### config.mk
export PLATFORM = sky130hd
export DESIGN_NAME = bus_link_ctrl
export DESIGN_NICKNAME = d
export VERILOG_FILES = /design/src/rtl/bus_link_pkg.sv /design/src/rtl/bus_link_timer.sv /design/src/rtl/bus_link_fsm.sv /design/src/rtl/bus_link_ctrl.sv
export SDC_FILE = /design/constraint.sdc
export NUM_CORES = 1
export LEC_CHECK = 0
export ABC_AREA = 1
export ABC_CLOCK_PERIOD_IN_PS = 1300
export BUFFER_PORTS_ARGS = -buffer_cell sky130_fd_sc_hd__buf_4
export CORE_UTILIZATION = 35
export CTS_CLUSTER_SIZE = 30
export DETAILED_ROUTE_END_ITERATION = 10
export MAX_ROUTING_LAYER = met4
export PLACE_DENSITY = 0.55
export SLEW_MARGIN = 10
export SYNTH_ARGS = -nofsm -noshare
export SYNTH_HDL_FRONTEND = slang
export SYNTH_SLANG_ARGS = --single-unit
### constraint.sdc
create_clock -name clk_i -period 1.3 [get_ports clk_i]
set_clock_uncertainty 0.05 [all_clocks]
set_input_delay 0.065 -clock clk_i [delete_from_list [all_inputs] [get_ports clk_i]]
set_output_delay 0.065 -clock clk_i [all_outputs]
set_load 0.005 [all_outputs]
### src/rtl/bus_link_pkg.sv
package bus_link_pkg;
  typedef enum logic [2:0] {
    LNK_UP      = 3'd0,
    LNK_DRAIN   = 3'd1,
    LNK_DOWN    = 3'd2,
    LNK_RST     = 3'd3,
    LNK_RDYWAIT = 3'd4,
    LNK_FWDDLY  = 3'd5
  } link_state_e;
endpackage

### src/rtl/bus_link_timer.sv
module bus_link_timer #(
  parameter int unsigned DELAY = 3
) (
  input  logic clk_i,
  input  logic rst_ni,
  input  logic clr_i,
  input  logic run_i,
  output logic done_o
);
  localparam int unsigned CW = (DELAY < 2) ? 1 : $clog2(DELAY);
  localparam logic [CW-1:0] LAST = CW'(DELAY - 1);

  logic [CW-1:0] cnt_q;

  assign done_o = run_i && (cnt_q == LAST);

  always_ff @(posedge clk_i or negedge rst_ni) begin
    if (!rst_ni)                 cnt_q <= '0;
    else if (clr_i || !run_i)    cnt_q <= '0;
    else if (!done_o)            cnt_q <= cnt_q + 1'b1;
    else                         cnt_q <= '0;
  end

  AST_CNT_BOUND: assert property (@(posedge clk_i) disable iff (!rst_ni)
    cnt_q <= LAST);
endmodule

### src/rtl/bus_link_fsm.sv
module bus_link_fsm
  import bus_link_pkg::*;
(
  input  logic        clk_i,
  input  logic        rst_ni,
  input  logic        sys_reset_i,
  input  logic        sg_cycle_i,
  input  logic        connect_cycle_i,
  input  logic        probe_req_i,
  input  logic        procrdy_i,
  input  logic        stpclk_i,
  input  logic        dly_done_i,
  output link_state_e state_o,
  output logic        probe_conn_o,
  output logic        fwd_strobe_o
);
  link_state_e state_q, state_d;
  logic stp_q, sg_seen_q, sg_seen_d, probe_conn_q, probe_conn_d;
  logic probe_pend_q, probe_pend_d, wake_pend_q, wake_pend_d, strobe_q;
  logic stp_edge, stp_fall, probe_cause, wake_cause, release_ok;

  assign stp_edge    = stpclk_i ^ stp_q;
  assign stp_fall    = stp_q & ~stpclk_i;
  assign probe_cause = probe_req_i | probe_pend_q;
  assign wake_cause  = stp_edge | connect_cycle_i | wake_pend_q;
  assign release_ok  = ~probe_req_i & ~stp_fall & (sg_seen_q | probe_conn_q);

  always_comb begin
    state_d = state_q;
    unique case (state_q)
      LNK_UP:      if (release_ok) state_d = LNK_DRAIN;
      LNK_DRAIN:   if (!procrdy_i) state_d = LNK_DOWN;
      LNK_DOWN:    if (probe_cause || wake_cause) state_d = LNK_RST;
      LNK_RST:     state_d = LNK_RDYWAIT;
      LNK_RDYWAIT: if (procrdy_i) state_d = LNK_FWDDLY;
      LNK_FWDDLY:  if (dly_done_i) state_d = LNK_UP;
      default:     state_d = LNK_UP;
    endcase
  end

  always_comb begin
    sg_seen_d    = (state_q == LNK_UP) & (sg_seen_q | sg_cycle_i) & ~stp_fall;
    probe_pend_d = (state_q == LNK_DRAIN) & (probe_pend_q | probe_req_i);
    wake_pend_d  = (state_q == LNK_DRAIN) & (wake_pend_q | stp_edge | connect_cycle_i);
    probe_conn_d = probe_conn_q;
    if (state_q == LNK_DOWN && (probe_cause || wake_cause))
      probe_conn_d = probe_cause & ~wake_cause;
    else if (state_q == LNK_UP && stp_fall)
      probe_conn_d = 1'b0;
  end

  always_ff @(posedge clk_i or negedge rst_ni) begin
    if (!rst_ni) begin
      state_q      <= LNK_UP;
      stp_q        <= 1'b0;
      sg_seen_q    <= 1'b0;
      probe_conn_q <= 1'b0;
      probe_pend_q <= 1'b0;
      wake_pend_q  <= 1'b0;
      strobe_q     <= 1'b0;
    end else begin
      stp_q <= stpclk_i;
      if (sys_reset_i) begin
        state_q      <= LNK_UP;
        sg_seen_q    <= 1'b0;
        probe_conn_q <= 1'b0;
        probe_pend_q <= 1'b0;
        wake_pend_q  <= 1'b0;
        strobe_q     <= 1'b0;
      end else begin
        state_q      <= state_d;
        sg_seen_q    <= sg_seen_d;
        probe_conn_q <= probe_conn_d;
        probe_pend_q <= probe_pend_d;
        wake_pend_q  <= wake_pend_d;
        strobe_q     <= (state_q == LNK_FWDDLY) & dly_done_i;
      end
    end
  end

  assign state_o      = state_q;
  assign probe_conn_o = probe_conn_q;
  assign fwd_strobe_o = strobe_q;

  AST_DRAIN_NO_PROBE: assert property (@(posedge clk_i) disable iff (!rst_ni)
    $rose(state_q == LNK_DRAIN) |-> $past(!probe_req_i));
  AST_DOWN_AFTER_RDY_LOW: assert property (@(posedge clk_i) disable iff (!rst_ni)
    $rose(state_q == LNK_DOWN) |-> $past(!procrdy_i));
  AST_PEND_SERVICED: assert property (@(posedge clk_i) disable iff (!rst_ni)
    (state_q == LNK_DOWN && probe_pend_q && !sys_reset_i) |=> state_q == LNK_RST);
  AST_SYNC_RESET: assert property (@(posedge clk_i) disable iff (!rst_ni)
    sys_reset_i |=> (state_q == LNK_UP && !probe_conn_q && !sg_seen_q));
endmodule

### src/rtl/bus_link_ctrl.sv
module bus_link_ctrl
  import bus_link_pkg::*;
#(
  parameter int unsigned FWD_DELAY = 3
) (
  input  logic clk_i,
  input  logic rst_ni,
  input  logic sys_reset_i,
  input  logic sg_cycle_i,
  input  logic connect_cycle_i,
  input  logic probe_req_i,
  input  logic procrdy_i,
  input  logic stpclk_i,
  output logic connect_o,
  output logic clkfwdrst_o,
  output logic fwd_clk_en_o,
  output logic disconnected_o,
  output logic link_up_o,
  output logic probe_conn_o
);
  link_state_e state;
  logic dly_done, strobe, pconn;

  bus_link_fsm u_fsm (
    .clk_i           (clk_i),
    .rst_ni          (rst_ni),
    .sys_reset_i     (sys_reset_i),
    .sg_cycle_i      (sg_cycle_i),
    .connect_cycle_i (connect_cycle_i),
    .probe_req_i     (probe_req_i),
    .procrdy_i       (procrdy_i),
    .stpclk_i        (stpclk_i),
    .dly_done_i      (dly_done),
    .state_o         (state),
    .probe_conn_o    (pconn),
    .fwd_strobe_o    (strobe)
  );

  bus_link_timer #(.DELAY(FWD_DELAY)) u_timer (
    .clk_i  (clk_i),
    .rst_ni (rst_ni),
    .clr_i  (sys_reset_i),
    .run_i  (state == LNK_FWDDLY),
    .done_o (dly_done)
  );

  assign connect_o      = (state != LNK_DRAIN) && (state != LNK_DOWN);
  assign clkfwdrst_o    = (state == LNK_RST) || (state == LNK_RDYWAIT);
  assign disconnected_o = (state == LNK_DOWN);
  assign link_up_o      = (state == LNK_UP);
  assign fwd_clk_en_o   = strobe;
  assign probe_conn_o   = pconn;

  AST_FWDRST_RELEASE: assert property (@(posedge clk_i) disable iff (!rst_ni)
    $fell(clkfwdrst_o) |-> $past(procrdy_i || sys_reset_i));
  AST_STROBE_ONE_CYCLE: assert property (@(posedge clk_i) disable iff (!rst_ni)
    fwd_clk_en_o |=> !fwd_clk_en_o);
  AST_STROBE_LINK_UP: assert property (@(posedge clk_i) disable iff (!rst_ni)
    fwd_clk_en_o |-> (link_up_o && !clkfwdrst_o));
endmodule

==> impl_metrics.csv, run 1 <==
group,metric,value,unit
run_status,status,"finished, violations left",
run_status,violations,"negative setup slack",
synthesis,yosys.area_share.simple,39.1,%
synthesis,synth_top_family_by_area,"simple AND/OR/NAND/NOR gates",
clock_tree,root_buffer,"clkbuf_4",
timing,fin_crit_sh,107,%
cells_and_area,drive_gt1_share,36.4,%
floorplan,pin_count,14,
power,ir_drop,640,uV
timing,setup_ws,-0.0960,ns
worst_setup_path,r2r_cells,9,
run,drv_cap,0,
worst_setup_path,crit_fanout,3,
detailed_routing,routed_wl,1360,um
power,power,1210,uW
synthesis,synth-edff-count,0,
cells_and_area,syn_to_final_growth,39.5,%
detailed_routing,routed_via_density,4.93,
timing,period_needed,1.40,ns
synthesis,ys_ff_latch,11,
detailed_routing,routedWlPerCell,11.0,um
timing,slew_violations,0,
timing,worst_pin_slew,0.255,ns
synthesis,synth_nets,91,
synthesis,netlist.top_cell.by_area,"dfrtp_1",
synthesis,synthDominantCellAreaShare,45.1,%
global_routing,antenna_found_initial,0,
detailed_routing,dr.pass1.iters,4,
synthesis,syn_inst,82,
timing,relSlewSlack,83.0,%
synthesis,synth_cell_types,16,
placement,port_buffers,13,
worst_setup_path,cp.arrival,1.56,ns
synthesis,synth_xor_area_share,0,%
cells_and_area,final_net_count,117,
floorplan,core,1560,sq um
placement,place_inst,113,
synthesis,synth_async_sr_flop_share,100,%
hold_path,holdPathEnd,"u_fsm.sg_seen_q",
clock_tree,cts_tree,"built",
timing,holdWs,0.000181,ns
worst_setup_path,regToRegSetupSlack,-0.1,ns
floorplan,initial_utilization,39.2,%
clock_tree,cts.path.max_buffers,2,
worst_setup_path,r2r-end,"u_fsm.probe_conn_o",
worst_setup_path,cp_data_required_time,1.47,ns
placement,dp_hpwl,982,um
global_routing,grt_pass1_vias,557,
worst_setup_path,end_kind,"flop",
worst_setup_path,startpoint,"u_fsm.stp_q",
timing,fmax,716,MHz
power,power_density,1420,nW/um^2
clock_tree,clk_pin_slew,0.08,ns
global_routing,grt_use_total,18.4,%
clock_tree,clock_latency,0.27,ns
synthesis,synth_area_leaders,"dfrtp_1 (45%), nand2_1 (11%), inv_1 (8.6%)",
detailed_routing,drtAntennaViolNets,0,
synthesis,synth-compound-area-share,3.28,%
synthesis,ys_warn_count,0,
synthesis,synth.most_common_cell,"nand2_1",
floorplan,dieArea,1920,sq um
floorplan,die_h,43.8,um
placement,gp_congestion,0.834,
worst_setup_path,crit_path_start_kind,"flop",
power,power.leakage,0.000461,uW
global_routing,grt_max_degree,12,
floorplan,die_x,43.8,um
timing,final-setup-viol-count,5,
clock_tree,numCtsBuffers,3,
cells_and_area,diodes,0,
synthesis,synth_area_per_cell,7.45,sq um
hold_path,hold_depth,3,
synthesis,synthMuxAreaShare,0,%
clock_tree,htree_levels,1,
hold_path,hold_class,"in2reg",
detailed_routing,drcViolationCount,0,
worst_setup_path,worstSetupPathType,"reg2reg",
floorplan,num_rows,14,
detailed_routing,dr.first_iter.drc_count,15,
synthesis,syn_area,611,sq um
synthesis,ys_seq_area_share,45.1,%
timing,grt_setup_unrepaired,"yes",
detailed_routing,vias,607,
synthesis,synth.top_cells.by_count,"nand2_1 (18), inv_1 (14), dfrtp_1 (11)",
global_routing,overflow,0,
timing,hold_viol,0,
synthesis,synth_adder_area_share,2.05,%
hold_path,min-delay-start,"sg_cycle_i",
global_routing,grt_pass1_wl,2390,um
cells_and_area,stdcell_count,123,
clock_tree,cts.sinks,11,
worst_setup_path,r2r-start,"u_fsm.stp_q",
synthesis,synthFlopType,"dfrtp_1",
## worst max-delay path, stage by stage (launching register included)
cell and delay, ns:
dfrtp_1 0.37, ha_1 0.26, inv_1 0.03, nor2_1 0.10
nand2_2 0.09, buf_4 0.14, buf_6 0.11, inv_4 0.04
nand3_2 0.06, nand2_1 0.08
## cell usage in the layout, fill, tap and decap left out, drive strengths merged
| cell type | Yosys | routed |
|---|---|---|
| inv | 17 | 17 |
| nand4 | 3 | 3 |
| o21ai | 3 | 3 |
| nand2 | 19 | 19 |
| a21oi | 1 | 1 |
| nor3 | 5 | 5 |
| dfrtp | 11 | 11 |
| buf | 0 | 18 |
| nor2 | 13 | 13 |
| dlygate4sd3 | 0 | 3 |
| nand3 | 9 | 9 |
| clkbuf | 0 | 4 |
| ha | 1 | 1 |
## metrics by stage
step | util, % | TNS (ns) | setup WS [ns] | cell area (sq um)
after floorplan | - | 0 | 0.0439 | 611
after global placement | 47.7 | -0.0349 | -0.0213 | 743
after detailed placement | 47.7 | -0.0723 | -0.0386 | 743
after CTS | 52.2 | -0.123 | -0.0528 | 815
after global routing | 54.7 | -0.921 | -0.167 | 852
final | 54.7 | -0.313 | -0.0960 | 852
## worst max-delay path by stage
stage / slack, ns / depth (start not counted) / end
after CTS: -0.05 / 8 / u_fsm.state_o[0]
after detailed placement: -0.04 / 8 / u_fsm.state_o[0]
after global routing: -0.17 / 9 / u_fsm.probe_conn_o
after floorplan: 0.04 / 8 / u_fsm.state_o[0]
final: -0.1 / 9 / u_fsm.probe_conn_o
after global placement: -0.02 / 8 / u_fsm.state_o[0]
## where the power goes
group / switching [uW] / internal (uW)
clock network: 125 / 119
logic: 271 / 241
registers: 61.6 / 390
## timing repair
action                                  in CTS  in global routing
gates resized for setup                      0                 11
buffers inserted                             2                  1
endpoints found under the setup margin       4                  9
pin swaps                                    1                  4
hold buffers                                 3                  0
endpoints found under the hold margin       14                  0
## flip-flops by register name, indices dropped and copies added, names as in the netlist
register,count
u_fsm.wake_pend_q,1
u_fsm.stp_q,1
u_fsm.state_o,3
u_fsm.probe_pend_q,1
u_timer.cnt_q,2
u_fsm.fwd_strobe_o,1
u_fsm.sg_seen_q,1
u_fsm.probe_conn_o,1
## cell type report
class / count / area (sq um)
clock buffers: 4 / 26.3
inverters: 17 / 66.3
well taps: 16 / 20.0
fillers: 154 / 707
repair buffers: 21 / 169
multi-input cells: 54 / 295
flip-flops and latches: 11 / 275
## cell families (layout without fill, tap and decap cells)
logic type / count (synthesis) / in the layout
DFF: 11 / 11
and+or+nand+nor: 49 / 49
AOI/OAI and AO/OA: 4 / 4
buffers and inverters: 17 / 42
adders and majority gates: 1 / 1
## layer usage
layer | up-vias | GRT usage (%) | wire, um
met1 | 286 | 24.1 | 668
li1 | 307 | - | -
met4 | 0 | 13.1 | 15
met3 | 2 | 2.50 | 47
met5 | - | - | 0
met2 | 12 | 25.7 | 625
No activity file was read; power rests on OpenSTA's default activity.
==> run 2: changes to the inputs <==
--- a/config.mk
+++ b/config.mk
@@ -13,6 +13,7 @@
 export DETAILED_ROUTE_END_ITERATION = 10
 export MAX_ROUTING_LAYER = met4
 export PLACE_DENSITY = 0.55
+export RECOVER_POWER = 25
 export SLEW_MARGIN = 10
 export SYNTH_ARGS = -nofsm -noshare
 export SYNTH_HDL_FRONTEND = slang
==> run 2 against run 1 <==
Net effect: the flow still finishes with violations (negative setup slack); register-to-register slack hardly changed; flip-flop and latch count stayed put; routed wire length is 0.15% lower; final cell count stayed put; core utilization is 0.24 points lower; clock power hardly changed; global-route usage stayed put; highest routed layer unchanged.
==> impl_metrics.csv, run 2 (same netlist as run 1, synthesis figures left out) <==
group,metric,value,unit
global_routing,antenna_found_initial,0,
hold_path,hold_class,"in2reg",
clock_tree,cts_tree,"built",
detailed_routing,dr.first_iter.drc_count,15,
placement,place_inst,113,
worst_setup_path,cp.buffers_inverters,4,
clock_tree,cts.sinks,11,
worst_setup_path,slowest_stage,"dfrtp_1",
clock_tree,htree_levels,1,
floorplan,core,1560,sq um
detailed_routing,drtAntennaViolNets,0,
timing,relSlewSlack,58.0,%
worst_setup_path,r2r-start,"u_fsm.stp_q",
cells_and_area,syn_to_final_growth,38.9,%
global_routing,overflow,0,
worst_setup_path,slowest_delay,0.37,ns
floorplan,die_x,43.8,um
run,drv_cap,0,
clock_tree,root_buffer,"clkbuf_4",
timing,hold_viol,0,
timing,period_needed,1.40,ns
timing,setup_ws,-0.0960,ns
placement,dp_hpwl,982,um
detailed_routing,routed_wl,1350,um
global_routing,grt_pass1_wl,2390,um
power,power,1210,uW
floorplan,dieArea,1920,sq um
power,power.internal,748,uW
clock_tree,clock_latency,0.27,ns
worst_setup_path,cp_cell_sequence,"ha_1 -> inv_1 -> nor2_1 -> nand2_2 -> buf_4 -> buf_6 -> inv_4 -> nand3_2 -> nand2_1",
power,ir_drop,638,uV
power,swShare,37.9,%
clock_tree,clk_pin_slew,0.08,ns
power,combPwrFrac,42.3,%
timing,fmax,716,MHz
worst_setup_path,path_depth,9,
floorplan,pin_count,14,
cells_and_area,final_net_count,117,
hold_path,hold_depth,3,
global_routing,grt_pass1_vias,557,
worst_setup_path,crit_path_start_kind,"flop",
clock_tree,numCtsBuffers,3,
global_routing,grt_max_degree,12,
placement,gp_congestion,0.834,
timing,slew_violations,0,
floorplan,initial_utilization,39.2,%
worst_setup_path,worstSetupPathType,"reg2reg",
cells_and_area,mostFrequentLayoutCells,"nand2_1 (17), buf_4 (16), inv_1 (13)",
cells_and_area,fin_area,848,sq um
cells_and_area,drive_gt1_share,35.5,%
detailed_routing,routed_via_density,4.93,
worst_setup_path,regToRegSetupSlack,-0.1,ns
floorplan,die_h,43.8,um
power,clkPwrFrac,20.2,%
worst_setup_path,r2r-end,"u_fsm.probe_conn_o",
worst_setup_path,cp_top_family,"flip-flops",
worst_setup_path,cp.arrival,1.56,ns
worst_setup_path,end_kind,"flop",
cells_and_area,final_common_cell,"nand2_1",
power,power_density,1420,nW/um^2
run_status,violations,"negative setup slack",
timing,grt_setup_unrepaired,"yes",
cells_and_area,diodes,0,
worst_setup_path,cp_data_required_time,1.47,ns
worst_setup_path,r2r_cells,9,
cells_and_area,post-route-util,54.4,%
floorplan,num_rows,14,
cells_and_area,stdcell_count,123,
detailed_routing,vias,607,
detailed_routing,routedWlPerCell,11.0,um
placement,port_buffers,13,
power,power.leakage,0.000457,uW
detailed_routing,drcViolationCount,0,
placement,dpl-instance-area,743,sq um
timing,fin_crit_sh,107,%
clock_tree,cts.path.max_buffers,2,
detailed_routing,dr.pass1.iters,4,
run_status,status,"finished, violations left",
power,p_seq_share,37.5,%
timing,worst_pin_slew,0.630,ns
cells_and_area,largest_reg_flops,3,
timing,final-setup-viol-count,5,
hold_path,min-delay-start,"sg_cycle_i",
worst_setup_path,crit_fanout,3,
hold_path,holdPathEnd,"u_fsm.sg_seen_q",
timing,holdWs,0.000181,ns
global_routing,grt_use_total,18.4,%
power,power_switching,457,uW
run 2: power groups by stage:
| stage | Combinational, uW | Clock, uW | Sequential (uW) |
|---|---|---|---|
| final | 510 | 244 | 452 |
| after global routing | 572 | 265 | 462 |
| after CTS | 480 | 249 | 444 |
| after detailed placement | 455 | 0 | 454 |
| after global placement | 454 | 0 | 453 |
| after floorplan | 270 | 0 | 441 |
run 2: worst max-delay path by stage:
stage	startpoint	end	slack [ns]
after floorplan	u_fsm.stp_q	u_fsm.state_o[0]	0.04
after global placement	u_fsm.stp_q	u_fsm.state_o[0]	-0.02
after detailed placement	u_fsm.stp_q	u_fsm.state_o[0]	-0.04
after CTS	u_fsm.stp_q	u_fsm.state_o[0]	-0.05
after global routing	u_fsm.stp_q	u_fsm.probe_conn_o	-0.17
final	u_fsm.stp_q	u_fsm.probe_conn_o	-0.1
run 2: repair_timing:
item,CTS,global route
endpoints found under the hold margin,14,0
setup buffers,2,1
gates resized for setup,0,11
setup endpoints to repair,4,9
hold buffers,3,0
pin swaps,1,4
run 2: area by class of cell:
| type | instances | area [sq um] |
|---|---|---|
| clock buffers | 4 | 26.3 |
| fillers | 153 | 711 |
| inverters | 17 | 66.3 |
| multi-input cells | 54 | 295 |
| flip-flops and latches | 11 | 275 |
| well taps | 16 | 20.0 |
| repair buffers | 21 | 165 |
run 2: metrics by stage:
| step | setup slack (ns) | TNS [ns] |
|---|---|---|
| finish | -0.0960 | -0.313 |
| global route | -0.167 | -0.921 |
| CTS | -0.0528 | -0.123 |
| detailed placement | -0.0386 | -0.0723 |
| global placement | -0.0213 | -0.0349 |
| floorplan | 0.0439 | 0 |
run 2: worst reg2reg max path, stage by stage, from the launching register on:
cell and delay (ns):
dfrtp_1 0.37, ha_1 0.26, inv_1 0.03, nor2_1 0.10, nand2_2 0.09, buf_4 0.15, buf_6 0.11, inv_4 0.04
nand3_2 0.06, nand2_1 0.08
run 2: per-layer routing:
layer  vias to the layer above  track usage [%]  wire length (um)
li1                        307                -                 -
met1                       286             24.1               666
met2                        12             25.7               625
met3                         2             2.50                47
met4                         0             13.1                15
met5                         -                -                 0
==> run 3: changes to the inputs <==
--- a/config.mk
+++ b/config.mk
@@ -8,11 +8,13 @@
 export ABC_AREA = 1
 export ABC_CLOCK_PERIOD_IN_PS = 1300
 export BUFFER_PORTS_ARGS = -buffer_cell sky130_fd_sc_hd__buf_4
-export CORE_UTILIZATION = 35
+export CELL_PAD_IN_SITES_DETAIL_PLACEMENT = 0
+export CELL_PAD_IN_SITES_GLOBAL_PLACEMENT = 1
+export CORE_UTILIZATION = 32
 export CTS_CLUSTER_SIZE = 30
 export DETAILED_ROUTE_END_ITERATION = 10
 export MAX_ROUTING_LAYER = met4
-export PLACE_DENSITY = 0.55
+export PLACE_DENSITY = 0.68
 export RECOVER_POWER = 25
 export SLEW_MARGIN = 10
 export SYNTH_ARGS = -nofsm -noshare
==> run 3 against run 2 <==
Net effect: the flow still finishes with violations (negative setup slack); cell area decreased by 1.0%; critical path depth decreased by 1; global-route usage decreased by 1.6 points; clock power decreased by 5%; die area increased by 8.9%; critical endpoint is now u_fsm.state_o[2]; highest routed layer unchanged.
==> impl_metrics.csv, run 3 (same netlist as run 1, synthesis figures left out) <==
group,metric,value,unit
power,power_density,1430,nW/um^2
timing,relSlewSlack,60.1,%
worst_setup_path,crit_path_start_kind,"flop",
detailed_routing,dr.pass1.iters,4,
global_routing,grt_pass1_vias,541,
detailed_routing,dr.first_iter.drc_count,7,
cells_and_area,fillers,200,
global_routing,globalRouteMet1Util,19.6,%
timing,holdWs,0.0102,ns
timing,setup_ws,-0.0481,ns
cells_and_area,diodes,0,
global_routing,grt_use_total,16.7,%
floorplan,die_x,45.7,um
global_routing,grt_max_degree,12,
clock_tree,cts.sinks,11,
clock_tree,clk_pin_slew,0.07,ns
floorplan,dieArea,2090,sq um
timing,fmax,742,MHz
worst_setup_path,slowest_stage,"dfrtp_1",
worst_setup_path,cp_cell_sequence,"ha_1 -> inv_1 -> nor2_1 -> nand2_1 -> nor2_1 -> nand2_2 -> nand4_1 -> nand2_1",
floorplan,num_rows,15,
timing,setup_tns,-0.0886,ns
clock_tree,htree_levels,1,
worst_setup_path,cp_top_family,"simple AND/OR/NAND/NOR gates",
run_status,status,"finished, violations left",
clock_tree,cts_tree,"built",
clock_tree,numCtsBuffers,3,
worst_setup_path,end_kind,"flop",
global_routing,grt.busiest_layer,"met2",
placement,dp_hpwl,1020,um
timing,period_needed,1.35,ns
detailed_routing,vias,578,
detailed_routing,routedWlPerCell,10.4,um
floorplan,die_h,45.7,um
detailed_routing,drcViolationCount,0,
worst_setup_path,cp.buffers_inverters,1,
hold_path,hold_class,"in2reg",
run,drv_cap,0,
power,ir_drop,737,uV
detailed_routing,routed_wl,1360,um
worst_setup_path,crit_fanout,4,
global_routing,overflow,0,
cells_and_area,syn_to_final_growth,37.5,%
floorplan,initial_utilization,34.6,%
placement,port_buffers,13,
clock_tree,cts.path.max_buffers,2,
worst_setup_path,slowest_delay,0.37,ns
cells_and_area,mostFrequentLayoutCells,"nand2_1 (18), buf_4 (16), inv_1 (13)",
cells_and_area,largest_reg_flops,3,
worst_setup_path,cp_data_required_time,1.41,ns
cells_and_area,final_common_cell,"nand2_1",
placement,gp_congestion,0.802,
detailed_routing,drtAntennaViolNets,0,
worst_setup_path,worstSetupPathType,"reg2reg",
cells_and_area,drive_gt1_share,33.0,%
clock_tree,clock_latency,0.27,ns
timing,fin_crit_sh,104,%
timing,grt_setup_unrepaired,"yes",
global_routing,met2_usage,25.7,%
timing,slew_violations,0,
detailed_routing,routed_via_density,4.41,
clock_tree,root_buffer,"clkbuf_4",
timing,final-setup-viol-count,3,
cells_and_area,final_net_count,116,
global_routing,grt_pass1_wl,2280,um
timing,worst_pin_slew,0.599,ns
timing,hold_viol,0,
floorplan,core,1760,sq um
worst_setup_path,cp.arrival,1.45,ns
floorplan,pin_count,14,
global_routing,met3_usage,7.14,%
power,power.leakage,0.000452,uW
global_routing,antenna_found_initial,0,
run_status,violations,"negative setup slack",
-- run 3: cell types whose count changed in the layout (fill, tap and decap cells not counted), moves of 2 or more --
cell and change:
nor2_2 -2, dfrtp_2 +2, nor2_1 +2, dfrtp_1 -2
-- run 3: path summary, 6_finish.rpt --
check                                 start                 end  slack [ns]  cells after the start
max                             u_fsm.stp_q    u_fsm.state_o[2]       -0.05                      8
min                              sg_cycle_i     u_fsm.sg_seen_q        0.01                      3
max reg2reg                     u_fsm.stp_q    u_fsm.state_o[2]       -0.05                      8
min reg2reg                u_timer.cnt_q[1]    u_timer.cnt_q[1]        0.38                      1
max in group asynchronous            rst_ni    u_fsm.state_o[2]        0.51                      2
min in group asynchronous            rst_ni  u_fsm.probe_conn_o        0.27                      2
-- run 3: stage by stage --
step / instance area [sq um] / setup WS [ns] / cells / total power, uW / utilization [%]
2_1_floorplan: 611 / 0.0439 / 82 / 711 / -
3_3_place_gp: 754 / -0.0522 / 122 / 918 / 42.8
5_1_grt: 840 / -0.125 / 131 / 1310 / 47.6
3_5_place_dp: 754 / -0.0576 / 122 / 910 / 42.8
4_1_cts: 812 / -0.0679 / 129 / 1160 / 46.0
6_report: 840 / -0.0481 / 131 / 1200 / 47.6
-- run 3: what timing repair did --
item                                    CTS  global route
buffers inserted                          0             2
hold buffers                              3             0
endpoints found under the hold margin    14             0
pin swaps                                 5             3
endpoints found under the setup margin    5             8
gates resized for setup                   1             7
-- run 3: worst reg2reg max path, stage by stage, from the launching register on --
cell	delay (ns)
dfrtp_1	0.37
ha_1	0.26
inv_1	0.03
nor2_1	0.07
nand2_1	0.09
nor2_1	0.12
nand2_2	0.09
nand4_1	0.09
nand2_1	0.07
-- run 3: layout make-up --
| cell class | count | area (sq um) | share of cell area (%) |
|---|---|---|---|
| clock buffer | 4 | 26.3 | 3.13 |
| inverter | 17 | 66.3 | 7.90 |
| multi-input combinational | 54 | 284 | 33.8 |
| sequential | 11 | 278 | 33.1 |
| tap | 25 | 31.3 | 3.73 |
| timing repair buffer | 20 | 154 | 18.3 |
-- run 3: routing by layer --
metal	wire length, um	up-vias
met4	20	0
met2	648	12
met3	59	5
li1	-	307
met1	636	254
met5	0	-
-- run 3: where the power goes --
| part | internal, uW | total (uW) | leakage, uW | switching, uW |
|---|---|---|---|---|
| combinational | 242 | 502 | 0.000291 | 260 |
| clock | 119 | 231 | 0.0000150 | 112 |
| sequential | 394 | 465 | 0.000145 | 70.3 |
